### src/rtl/iwl_pkg.sv
package iwl_pkg;

  typedef enum logic [1:0] {
    SRC_STRAP     = 2'b00,
    SRC_MCU       = 2'b01,
    SRC_EEPROM    = 2'b10,
    SRC_ALT_STRAP = 2'b11
  } srcSel_t;

  // strobes from control to datapath
  typedef struct packed {
    logic shiftEn;
    logic shiftBit;
    logic loadStrap;
  } dpCmd_t;

endpackage

### src/rtl/iwl_ctrl.sv
module iwl_ctrl
  import iwl_pkg::*;
#(
  parameter int HALF_CYCLES  = 50,
  parameter int WORD_BITS    = 16,
  parameter int EE_ADDR_BITS = 6,
  parameter int EE_ADDR      = 0,
  parameter int SYNC_STAGES  = 2
) (
  input  logic   clk,
  input  logic   rstN,
  input  logic [1:0] modeSel,
  input  logic   mcuClk,
  input  logic   serData,
  input  logic   wordDone,
  output dpCmd_t cmd,
  output logic   eeClk,
  output logic   eeCs,
  output logic   eeDi
);
  localparam int CMD_BITS  = 3 + EE_ADDR_BITS;
  localparam int TOTAL_CYC = CMD_BITS + WORD_BITS;
  localparam int DIV_W     = (HALF_CYCLES > 1) ? $clog2(HALF_CYCLES) : 1;
  localparam int CYC_W     = $clog2(TOTAL_CYC + 1);
  localparam logic [CMD_BITS-1:0] READ_CMD = {3'b110, EE_ADDR_BITS'(EE_ADDR)};

  typedef enum logic [1:0] {ST_PICK, ST_MCU, ST_EE, ST_HOLD} ctlState_t;

  ctlState_t state;
  logic [DIV_W-1:0]       divCnt;
  logic                   phase;
  logic [CYC_W-1:0]       cycIdx;
  logic [CMD_BITS-1:0]    cmdShift;
  logic [SYNC_STAGES-1:0] clkSync, dataSync;
  logic                   clkPrev;
  logic                   phaseEnd, mcuRise;

  assign phaseEnd = (divCnt == DIV_W'(HALF_CYCLES - 1));
  assign mcuRise  = clkSync[SYNC_STAGES-1] & ~clkPrev;

  always_ff @(posedge clk) begin
    if (!rstN) begin
      state    <= ST_PICK;
      divCnt   <= '0;
      phase    <= 1'b0;
      cycIdx   <= '0;
      cmdShift <= '0;
      clkSync  <= '0;
      dataSync <= '0;
      clkPrev  <= 1'b0;
    end else begin
      clkSync  <= {clkSync[SYNC_STAGES-2:0], mcuClk};
      dataSync <= {dataSync[SYNC_STAGES-2:0], serData};
      clkPrev  <= clkSync[SYNC_STAGES-1];
      case (state)
        ST_PICK: begin
          cmdShift <= READ_CMD;
          case (srcSel_t'(modeSel))
            SRC_MCU:    state <= ST_MCU;
            SRC_EEPROM: state <= ST_EE;
            default:    state <= ST_HOLD;
          endcase
        end
        ST_MCU: if (wordDone) state <= ST_HOLD;
        ST_EE: begin
          if (phaseEnd) begin
            divCnt <= '0;
            if (phase) begin
              phase    <= 1'b0;
              cmdShift <= {cmdShift[CMD_BITS-2:0], 1'b0};
              if (cycIdx == CYC_W'(TOTAL_CYC - 1)) state <= ST_HOLD;
              else cycIdx <= cycIdx + 1'b1;
            end else begin
              phase <= 1'b1;
            end
          end else begin
            divCnt <= divCnt + 1'b1;
          end
        end
        default: ;
      endcase
    end
  end

  always_comb begin
    cmd = '0;
    case (state)
      ST_PICK: cmd.loadStrap = (srcSel_t'(modeSel) != SRC_MCU) &&
                               (srcSel_t'(modeSel) != SRC_EEPROM);
      ST_MCU: begin
        cmd.shiftEn  = mcuRise;
        cmd.shiftBit = dataSync[SYNC_STAGES-1];
      end
      ST_EE: begin
        cmd.shiftEn  = phase && phaseEnd && (cycIdx >= CYC_W'(CMD_BITS));
        cmd.shiftBit = serData;
      end
      default: ;
    endcase
  end

  assign eeCs  = (state == ST_EE);
  assign eeClk = phase;
  assign eeDi  = eeCs & cmdShift[CMD_BITS-1];

  // the memory clock never runs without chip select
  a_r4_clock_under_cs: assert property (@(posedge clk) disable iff (!rstN)
    eeClk |-> eeCs);
  // once a source is chosen the selection step never recurs
  a_r1_mode_sampled_once: assert property (@(posedge clk) disable iff (!rstN)
    (state != ST_PICK) |=> (state != ST_PICK));
  // no shifting once the sequence is parked
  a_r9_hold_is_quiet: assert property (@(posedge clk) disable iff (!rstN)
    (state == ST_HOLD) |=> (!eeCs && !eeClk));

endmodule

### src/rtl/iwl_datapath.sv
module iwl_datapath
  import iwl_pkg::*;
#(
  parameter int WORD_BITS     = 16,
  parameter int PHY_ADDR_BITS = 5
) (
  input  logic   clk,
  input  logic   rstN,
  input  dpCmd_t cmd,
  input  logic   strap10Hd,
  input  logic   strap10Fd,
  input  logic   strapT4,
  output logic   wordDone,
  output logic [WORD_BITS-1:0]     cfgWord,
  output logic [PHY_ADDR_BITS-1:0] phyAddr
);
  localparam int CNT_W = $clog2(WORD_BITS + 1);

  logic [WORD_BITS-1:0] wordReg;
  logic [CNT_W-1:0]     bitCnt;
  logic                 doneR;
  logic                 isStrap;

  always_ff @(posedge clk) begin
    if (!rstN) begin
      wordReg <= '0;
      bitCnt  <= '0;
      doneR   <= 1'b0;
      isStrap <= 1'b0;
    end else if (!doneR) begin
      if (cmd.loadStrap) begin
        wordReg <= {{(WORD_BITS-3){1'b0}}, strapT4, strap10Fd, strap10Hd};
        doneR   <= 1'b1;
        isStrap <= 1'b1;
      end else if (cmd.shiftEn) begin
        wordReg <= {cmd.shiftBit, wordReg[WORD_BITS-1:1]};
        bitCnt  <= bitCnt + 1'b1;
        if (bitCnt == CNT_W'(WORD_BITS - 1)) doneR <= 1'b1;
      end
    end
  end

  assign wordDone = doneR;
  assign cfgWord  = doneR ? wordReg : '0;
  assign phyAddr  = (doneR && !isStrap) ? wordReg[WORD_BITS-1 -: PHY_ADDR_BITS] : '0;

  // completion is sticky
  a_r9_done_sticky: assert property (@(posedge clk) disable iff (!rstN)
    doneR |=> doneR);
  // the word is locked after completion
  a_r9_word_frozen: assert property (@(posedge clk) disable iff (!rstN)
    doneR |=> $stable(wordReg));
  // never more than one word of shifts
  a_r3_count_bound: assert property (@(posedge clk) disable iff (!rstN)
    bitCnt <= CNT_W'(WORD_BITS));
  // strap word only populates the three low capability bits
  a_r7_strap_fields: assert property (@(posedge clk) disable iff (!rstN)
    isStrap |-> (wordReg[WORD_BITS-1:3] == '0));

endmodule

### src/rtl/init_word_loader.sv
module init_word_loader
  import iwl_pkg::*;
#(
  parameter int HALF_CYCLES   = 50,
  parameter int WORD_BITS     = 16,
  parameter int EE_ADDR_BITS  = 6,
  parameter int EE_ADDR       = 0,
  parameter int SYNC_STAGES   = 2,
  parameter int PHY_ADDR_BITS = 5
) (
  input  logic clk,
  input  logic rstN,
  input  logic [1:0] modeSel,
  input  logic mcuClk,
  input  logic serData,
  input  logic strap10Hd,
  input  logic strap10Fd,
  input  logic strapT4,
  output logic eeClk,
  output logic eeCs,
  output logic eeDi,
  output logic [WORD_BITS-1:0] cfgWord,
  output logic cfgDone,
  output logic [PHY_ADDR_BITS-1:0] phyAddr
);
  dpCmd_t dpCmd;
  logic   wordDone;

  iwl_ctrl #(
    .HALF_CYCLES(HALF_CYCLES), .WORD_BITS(WORD_BITS),
    .EE_ADDR_BITS(EE_ADDR_BITS), .EE_ADDR(EE_ADDR), .SYNC_STAGES(SYNC_STAGES)
  ) uCtrl (
    .clk(clk), .rstN(rstN), .modeSel(modeSel), .mcuClk(mcuClk),
    .serData(serData), .wordDone(wordDone), .cmd(dpCmd),
    .eeClk(eeClk), .eeCs(eeCs), .eeDi(eeDi)
  );

  iwl_datapath #(
    .WORD_BITS(WORD_BITS), .PHY_ADDR_BITS(PHY_ADDR_BITS)
  ) uData (
    .clk(clk), .rstN(rstN), .cmd(dpCmd),
    .strap10Hd(strap10Hd), .strap10Fd(strap10Fd), .strapT4(strapT4),
    .wordDone(wordDone), .cfgWord(cfgWord), .phyAddr(phyAddr)
  );

  assign cfgDone = wordDone;

endmodule

### config.mk
export PLATFORM = sky130hd
export DESIGN_NAME = init_word_loader
export DESIGN_NICKNAME = d
export VERILOG_FILES = /design/src/rtl/iwl_pkg.sv /design/src/rtl/iwl_ctrl.sv /design/src/rtl/iwl_datapath.sv /design/src/rtl/init_word_loader.sv
export SDC_FILE = /design/constraint.sdc
export NUM_CORES = 1
export LEC_CHECK = 0
export ABC_AREA = 1
export BUFFER_PORTS_ARGS = -buffer_cell sky130_fd_sc_hd__buf_2
export CORE_ASPECT_RATIO = 1.2
export CORE_MARGIN = 4
export CORE_UTILIZATION = 51
export DETAILED_ROUTE_END_ITERATION = 16
export GPL_TIMING_DRIVEN = 0
export PLACE_DENSITY = 0.77
export RECOVER_POWER = 25
export SLEW_MARGIN = 25
export SYNTH_ARGS = -nofsm -noshare
export SYNTH_HDL_FRONTEND = slang
export SYNTH_SLANG_ARGS = --single-unit
export TNS_END_PERCENT = 50
### constraint.sdc
create_clock -name clk -period 1.6 [get_ports clk]
set_clock_uncertainty 0.1 [all_clocks]
set_input_delay 0.16 -clock clk [delete_from_list [all_inputs] [get_ports clk]]
set_output_delay 0.16 -clock clk [all_outputs]
set_load 0.03 [all_outputs]
==> parameters.txt, run 1 <==
Parameter                              Value

STA
  Final critical-path required period ... ~1.7 ns
  Final Hold Vio Count ... 0
  Tcrit/Tclk final ... 1.045
  Final setup violation count ... 18
  Final slew viol count ... 0
  Actual slew at the worst max-slew pin ... 0.6711 ns
  Worst hold slack after final layout ... 0.07861 ns
  Slack of the critical path ... -0.07163 ns
  Slew HR ... 0.5526
  Setup TNS ... -0.6245 ns
  Unrepaired setup endpoints after global routing ... true
  Maximum clock frequency ... 0.5982 GHz

Pwr
  Power Density ... 1141 nW/um2
  Worst IR Drop VDD ... roughly 0.93 mV
  Total design power ... around 3.6 mW
  Leakage ... 1.474 nW

Drt
  Number of detailed-route iterations in the first pass ... 4
  Per-cell via count in the routed design ... 5.070
  Number of design-rule violations left by the first detailed-router iteration ... 218
  Routed WL per cell ... 13.05 um
  Total via count in the routed design ... 2160
  Final wirelength ... 5560 um
  Number of nets with antenna violations after routing ... 0
  Number of design rule violations left after detail routing ... 0

Setup path
  Data arrival time at the worst-slack endpoint ... ~1.7 ns
  R2r startpoint ... uCtrl.state[1]
  Reg-to-reg slack, setup ... -0.07 ns
  Critical Path End ... uData.wordReg[14]
  Beginning of the critical path ... uCtrl.state[1]
  Worst R2R End ... uData.wordReg[14]
  Maximum fanout along the worst path ... 5
  Reg2reg path depth ... 11
  Data required time of the critical path ... ~1.7 ns
  Startpoint type of the worst setup path ... flop
  Worst setup path class ... reg -> reg
  Critical path endpoint category ... flop

Synthesis
  Multiplexer share of the synthesized area ... 0
  Share of synthesized cell area in full adder, half adder and majority cells ... 0.06911
  Warning count from the yosys run ... 0
  Share of synthesized cell area in and, or, nand and nor gates ... 0.3036
  Syn Std Cell Area ... 2354 um2
  Avg Inst Size Synth ... 7.568 um2
  Main combinational cell family by area after synthesis ... simple AND/OR/NAND/NOR gates
  Distinct cell type count after synthesis ... 30
  Post-synthesis register bit count ... 44
  Post-synthesis xor/xnor area fraction ... 0.01861
  Area fraction in compound gates after synthesis ... 0.1164
  Sequential element share of the synthesized area ... 0.3743
  Post-synthesis net count ... 333
  Gate count after technology mapping ... 311

Die
  Floorplan core area ... 4359 um2
  Number of placed I/O pins ... 34
  Chip width ... 70.01 um
  Vertical extent of the die ... about 82 um
  Initial cell density of the core ... 0.5399
  Row count ... 26
  Die ar. ... 5770 um2

Cells and area
  Area occupied by multi-input gates ... between 1000 and 1500 um2
  NumNets Final ... about 400
  Fillers ... 327
  Fraction of final layout cells with drive strength greater than 1 ... 0.3595
  Commonest non-fill, non-tap cells in the layout ... 49 x nand2_1, 46 x inv_1, 36 x dfxtp_1
  Area added between synthesis and finish ... 32.38%
  Most common library cell in the layout ignoring fill and taps ... nand2_1
  Diodes inserted ... 0
  Area used by sequential logic in the layout ... 898.4 um2
  Final non-filler cell total ... ~430

Place
  Count of input and output buffers ... 32
  Placer Congestion ... 0.7945
  Placed Cells incl. Taps ... 399
  Placed wire-length estimate after detailed placement ... 3467 um

Run status
  Result of the run ... finished, violations left
  Violated checks ... setup timing

GRT
  Global-route total usage across every layer ... 0.1963
  Pin count of the biggest net entering global routing ... 12
  Sum of overflow across all layers after global routing ... 0
  First-pass GRT wire length ... 9225 um
  Initial antenna violation count ... 0
  Number of global-route vias before repair ... 2051

CTS
  CTS Buf Count ... 5
  Clock-pin slew on the worst setup and hold paths ... about 0.080 ns
  Clk_lat worst skew ... around 0.29 ns
  Clock Sink Count ... 44
  Clock tree from TritonCTS ... yes
  CTS Root Cell ... clkbuf_8
  Maximum number of buffers from clock root to sink ... 2
  Depth of the CTS H-tree ... 2

Worst hold path
  Hold crit path type ... in -> reg

Flow run
  Max-cap violation count ... 0
==> repair_timing <==
item / 4_1_cts / 5_1_grt
endpoints found under the setup margin: 42 / 40
buffers inserted: 11 / 7
gates cloned: 2 / 1
resized for setup: 29 / 55
pin swaps: 5 / 14
hold buffers: 2 / 0
hold endpoints to repair: 2 / 0
==> worst min-delay path by stage <==
stage | from | endpoint | slack [ns] | cells past startpoint
2_1_floorplan | serData | uCtrl.dataSync[0] | 0.15 | 2
5_1_grt | strapT4 | uData.wordReg[2] | 0.13 | 5
3_3_place_gp | mcuClk | uCtrl.clkSync[0] | 0.25 | 3
3_5_place_dp | mcuClk | uCtrl.clkSync[0] | 0.25 | 3
6_report | strapT4 | uData.wordReg[2] | 0.08 | 5
4_1_cts | strapT4 | uData.wordReg[2] | 0.09 | 5
==> layout make-up <==
type,instances,area share
multi-input cells,198,0.4386
clock buffers,5,0.02209
well taps,56,0.02249
flip-flops and latches,44,0.2884
plain buffers,14,0.04217
inverters,54,0.06667
repair buffers,55,0.1197
==> sequential cells by signal, indices dropped and copies added (netlist names) <==
name            flops
uData.bitCnt        5
uData.wordDone      1
uData.wordReg      16
uCtrl.divCnt        6
uCtrl.cmdShift      2
uData.isStrap       1
uCtrl.dataSync      2
uCtrl.cycIdx        5
uCtrl.eeClk         1
uCtrl.clkPrev       1
uCtrl.clkSync       2
uCtrl.state         2
==> metrics by stage <==
step | area, um2 | utilization | setup WS (ns)
after floorplan | 2389 | - | -0.002386
after global placement | 2619 | 0.6007 | -0.2264
after detailed placement | 2619 | 0.6007 | -0.2211
after CTS | 2904 | 0.6662 | -0.01828
after global routing | 3115 | 0.7147 | -0.1443
final | 3115 | 0.7147 | -0.07163
==> cells in the mapped netlist (all sizes together) <==
master | n | area (um2)
nor3b | 2 | 15.01
a22o | 1 | 8.760
nor3 | 3 | 20.02
a31oi | 1 | 6.260
buf | 7 | 45.04
inv | 54 | 202.7
nand2 | 58 | 244.0
a211oi | 3 | 22.52
ha | 13 | 162.7
xnor2 | 1 | 8.760
nand4 | 20 | 125.1
dfxtp | 44 | 880.8
o21ai | 7 | 35.03
nor2 | 26 | 107.6
xor2 | 4 | 35.03
clkbuf | 8 | 30.03
nand3 | 27 | 202.7
a21oi | 32 | 201.4
==> critical path, stage by stage (launching register included) <==
cell	delay (ns)
dfxtp_4	0.37
inv_2	0.08
ha_4	0.13
inv_1	0.06
nor2_2	0.09
nand2_2	0.11
nand2_8	0.10
nand3_4	0.11
buf_6	0.14
buf_8	0.12
nand3_2	0.06
a21oi_2	0.05
==> metal layers <==
metal	part of all wire	track usage
met3	0.037	0.02906
met4	0.010	0.06130
met2	0.55	0.3866
met1	0.41	0.2175
met5	0	0
==> report_power, final <==
part | leakage, nW | switching (mW) | internal [mW]
clock network | 0.0359 | 0.331 | 0.282
registers | 0.362 | 0.111 | 1.23
logic | 1.08 | 0.956 | 0.647
==> cells by family after synthesis <==
group	Yosys count
buffers and inverters	69
AOI/OAI and AO/OA	44
DFF	44
xor gates and xnor gates	5
and+or+nand+nor	136
adders and majority gates	13
Power figures use the tool's default switching activity.
==> inputs of run 2 (changes only) <==
CTS_CLUSTER_SIZE = 40   (was unset)
SETUP_SLACK_MARGIN = 0.1   (was unset)
==> run 2 against run 1 <==
The flow still finishes with violations (setup timing). Maximum frequency down 0.63%. Critical path depth up 1. Power up 3.8%. Register-to-register slack about the same. Setup slack worse by 0.011 ns. Sequential power about the same. Largest cell class unchanged.
==> parameters.txt, run 2 (same netlist as run 1, synthesis figures left out) <==
Parameter                              Value

Run status
  Result of the run ... finished, violations left
  Violated checks ... setup timing

GRT
  Pin count of the biggest net entering global routing ... 13
  Initial antenna violation count ... 0
  First-pass GRT wire length ... roughly 9600 um
  Number of global-route vias before repair ... 2231
  Sum of overflow across all layers after global routing ... 0
  Global-route total usage across every layer ... 0.2071

STA
  Slack of the critical path ... -0.08224 ns
  Setup TNS ... -1.287 ns
  Tcrit/Tclk final ... 1.051
  Final critical-path required period ... 1.682 ns
  Final Hold Vio Count ... 0
  Final setup violation count ... 27
  Slew HR ... 0.5459
  Actual slew at the worst max-slew pin ... 0.6811 ns
  Worst hold slack after final layout ... just under 0.09 ns
  Final slew viol count ... 0
  Unrepaired setup endpoints after global routing ... true
  Maximum clock frequency ... about 0.59 GHz

Setup path
  Critical Path End ... uData.wordReg[7]
  Data arrival time at the worst-slack endpoint ... 1.81 ns
  Maximum fanout along the worst path ... 5
  Startpoint type of the worst setup path ... flop
  Worst setup path class ... reg -> reg
  Critical path endpoint category ... flop
  Data required time of the critical path ... 1.73 ns
  R2r startpoint ... uCtrl.cycIdx[1]
  Reg-to-reg slack, setup ... -0.08 ns
  Reg2reg path depth ... 12
  Beginning of the critical path ... uCtrl.cycIdx[1]
  Worst R2R End ... uData.wordReg[7]

Pwr
  Power Density ... 1129 nW/um2
  Net Switching ... 1.459 mW
  Fraction of power consumed by sequential logic ... 0.363
  Relative contribution of the clock network to total power ... 0.197
  Cell Int Power ... 2.232 mW
  Worst IR Drop VDD ... about 0.83 mV
  Switching share of power ... 0.3954
  Combinational share of power ... 0.440
  Leakage ... 1.526 nW

Die
  Chip width ... 70.01 um
  Die ar. ... between 5000 and 6000 um2
  Row count ... 26
  Vertical extent of the die ... 82.42 um
  Initial cell density of the core ... 0.5399
  Floorplan core area ... around 4400 um2
  Number of placed I/O pins ... 34

Cells and area
  Diodes inserted ... 0
  Area of all placed cells without fillers ... between 3000 and 4000 um2
  Fraction of final layout cells with drive strength greater than 1 ... 0.3816
  Top flop regs ... uData.wordReg x16, uCtrl.divCnt x6
  NumNets Final ... approximately 400
  Area added between synthesis and finish ... 38.92%
  Max reg flops ... 16
  Share of the core filled with cells in the final layout ... 0.7500
  Commonest non-fill, non-tap cells in the layout ... 50 x nand2_1, 47 x inv_1, 36 x buf_4, 36 x dfxtp_1, 22 x nor2_1
  Largest reg by FF count ... uData.wordReg
  Most common library cell in the layout ignoring fill and taps ... nand2_1

Place
  Cell area after placement ... approximately 2600 um2
  Placed wire-length estimate after detailed placement ... about 3600 um
  Placer Congestion ... 0.7603
  Count of input and output buffers ... 32

CTS
  CTS Buf Count ... 5
  Maximum number of buffers from clock root to sink ... 2
  CTS Root Cell ... clkbuf_8
  Depth of the CTS H-tree ... 2
  Clock Sink Count ... 44
  Clock-pin slew on the worst setup and hold paths ... 0.08 ns
  Clock tree from TritonCTS ... yes
  Clk_lat worst skew ... 0.30 ns

Worst hold path
  Hold crit path type ... in -> reg

Flow run
  Max-cap violation count ... 0

Drt
  Number of detailed-route iterations in the first pass ... 4
  Routed WL per cell ... 13.66 um
  Number of design-rule violations left by the first detailed-router iteration ... 170
  Per-cell via count in the routed design ... roughly 5.2
  Number of design rule violations left after detail routing ... 0
  Number of nets with antenna violations after routing ... 0
  Final wirelength ... between 5000 and 6000 um
  Total via count in the routed design ... approximately 2300
run 2: cell types whose count changed in the layout (fill, tap and decap cells not counted), sizes merged:
cell	delta
clkbuf	+5
buf	+5
run 2: power by group through the flow:
stage                     sequential, mW  combinational, mW  clock [mW]
after CTS                           1.33               1.37       0.729
after global placement              1.33               1.08           0
after floorplan                     1.33              0.857           0
after global routing                1.35               1.77       0.782
after detailed placement            1.34               1.10           0
final                               1.34               1.63       0.726
run 2: worst min-delay path by stage:
| stage | slack, ns | to | cells after the start | startpoint |
|---|---|---|---|---|
| 6_report | 0.09 | uData.wordReg[2] | 5 | strapT4 |
| 3_3_place_gp | 0.24 | uCtrl.clkSync[0] | 3 | mcuClk |
| 2_1_floorplan | 0.15 | uCtrl.dataSync[0] | 2 | serData |
| 4_1_cts | 0.09 | uData.wordReg[2] | 5 | strapT4 |
| 5_1_grt | 0.13 | uData.wordReg[2] | 5 | strapT4 |
| 3_5_place_dp | 0.24 | uCtrl.clkSync[0] | 3 | mcuClk |
run 2: what timing repair did:
| item | 4_1_cts | 5_1_grt |
|---|---|---|
| hold buffers | 2 | 0 |
| pin swaps | 13 | 19 |
| hold endpoints to repair | 2 | 0 |
| setup endpoints to repair | 48 | 52 |
| setup buffers | 14 | 9 |
| cloned | 2 | 2 |
| resized for setup | 50 | 46 |
run 2: worst max-delay path: stages, from the launching register on:
cell and delay (ns):
dfxtp_2 0.33, inv_2 0.09, ha_4 0.14, nand3_1 0.09
nand2_1 0.09, inv_1 0.05, nand2_2 0.08, nand2_4 0.08
nand2_8 0.08, buf_6 0.12, buf_6 0.11, nand4_1 0.11
a21oi_2 0.15
run 2: per-stage QoR:
| stage | setup slack (ns) | total power [mW] | cells |
|---|---|---|---|
| final | -0.08224 | 3.691 | 436 |
| after floorplan | 0.01221 | 2.190 | 311 |
| after CTS | -0.02246 | 3.427 | 425 |
| after global placement | -0.1167 | 2.415 | 399 |
| after global routing | -0.1958 | 3.902 | 436 |
| after detailed placement | -0.1458 | 2.440 | 399 |
run 2: cell type report:
| type | instances | area (um2) |
|---|---|---|
| inverter | 54 | 205.2 |
| multi-input combinational | 198 | 1420 |
| clock buffer | 8 | 90.09 |
| buffer | 15 | 131.4 |
| fill | 316 | 1090 |
| tap | 56 | 70.07 |
| timing repair buffer | 61 | 454.2 |
| sequential | 44 | 898.4 |
run 2: layer usage:
| metal | part of all wire | track usage | vias up |
|---|---|---|---|
| li1 | - | - | 1139 |
| met1 | 0.39 | 0.2135 | 1065 |
| met2 | 0.54 | 0.3970 | 71 |
| met3 | 0.048 | 0.04600 | 13 |
| met4 | 0.020 | 0.1034 | 0 |
| met5 | 0 | 0 | - |
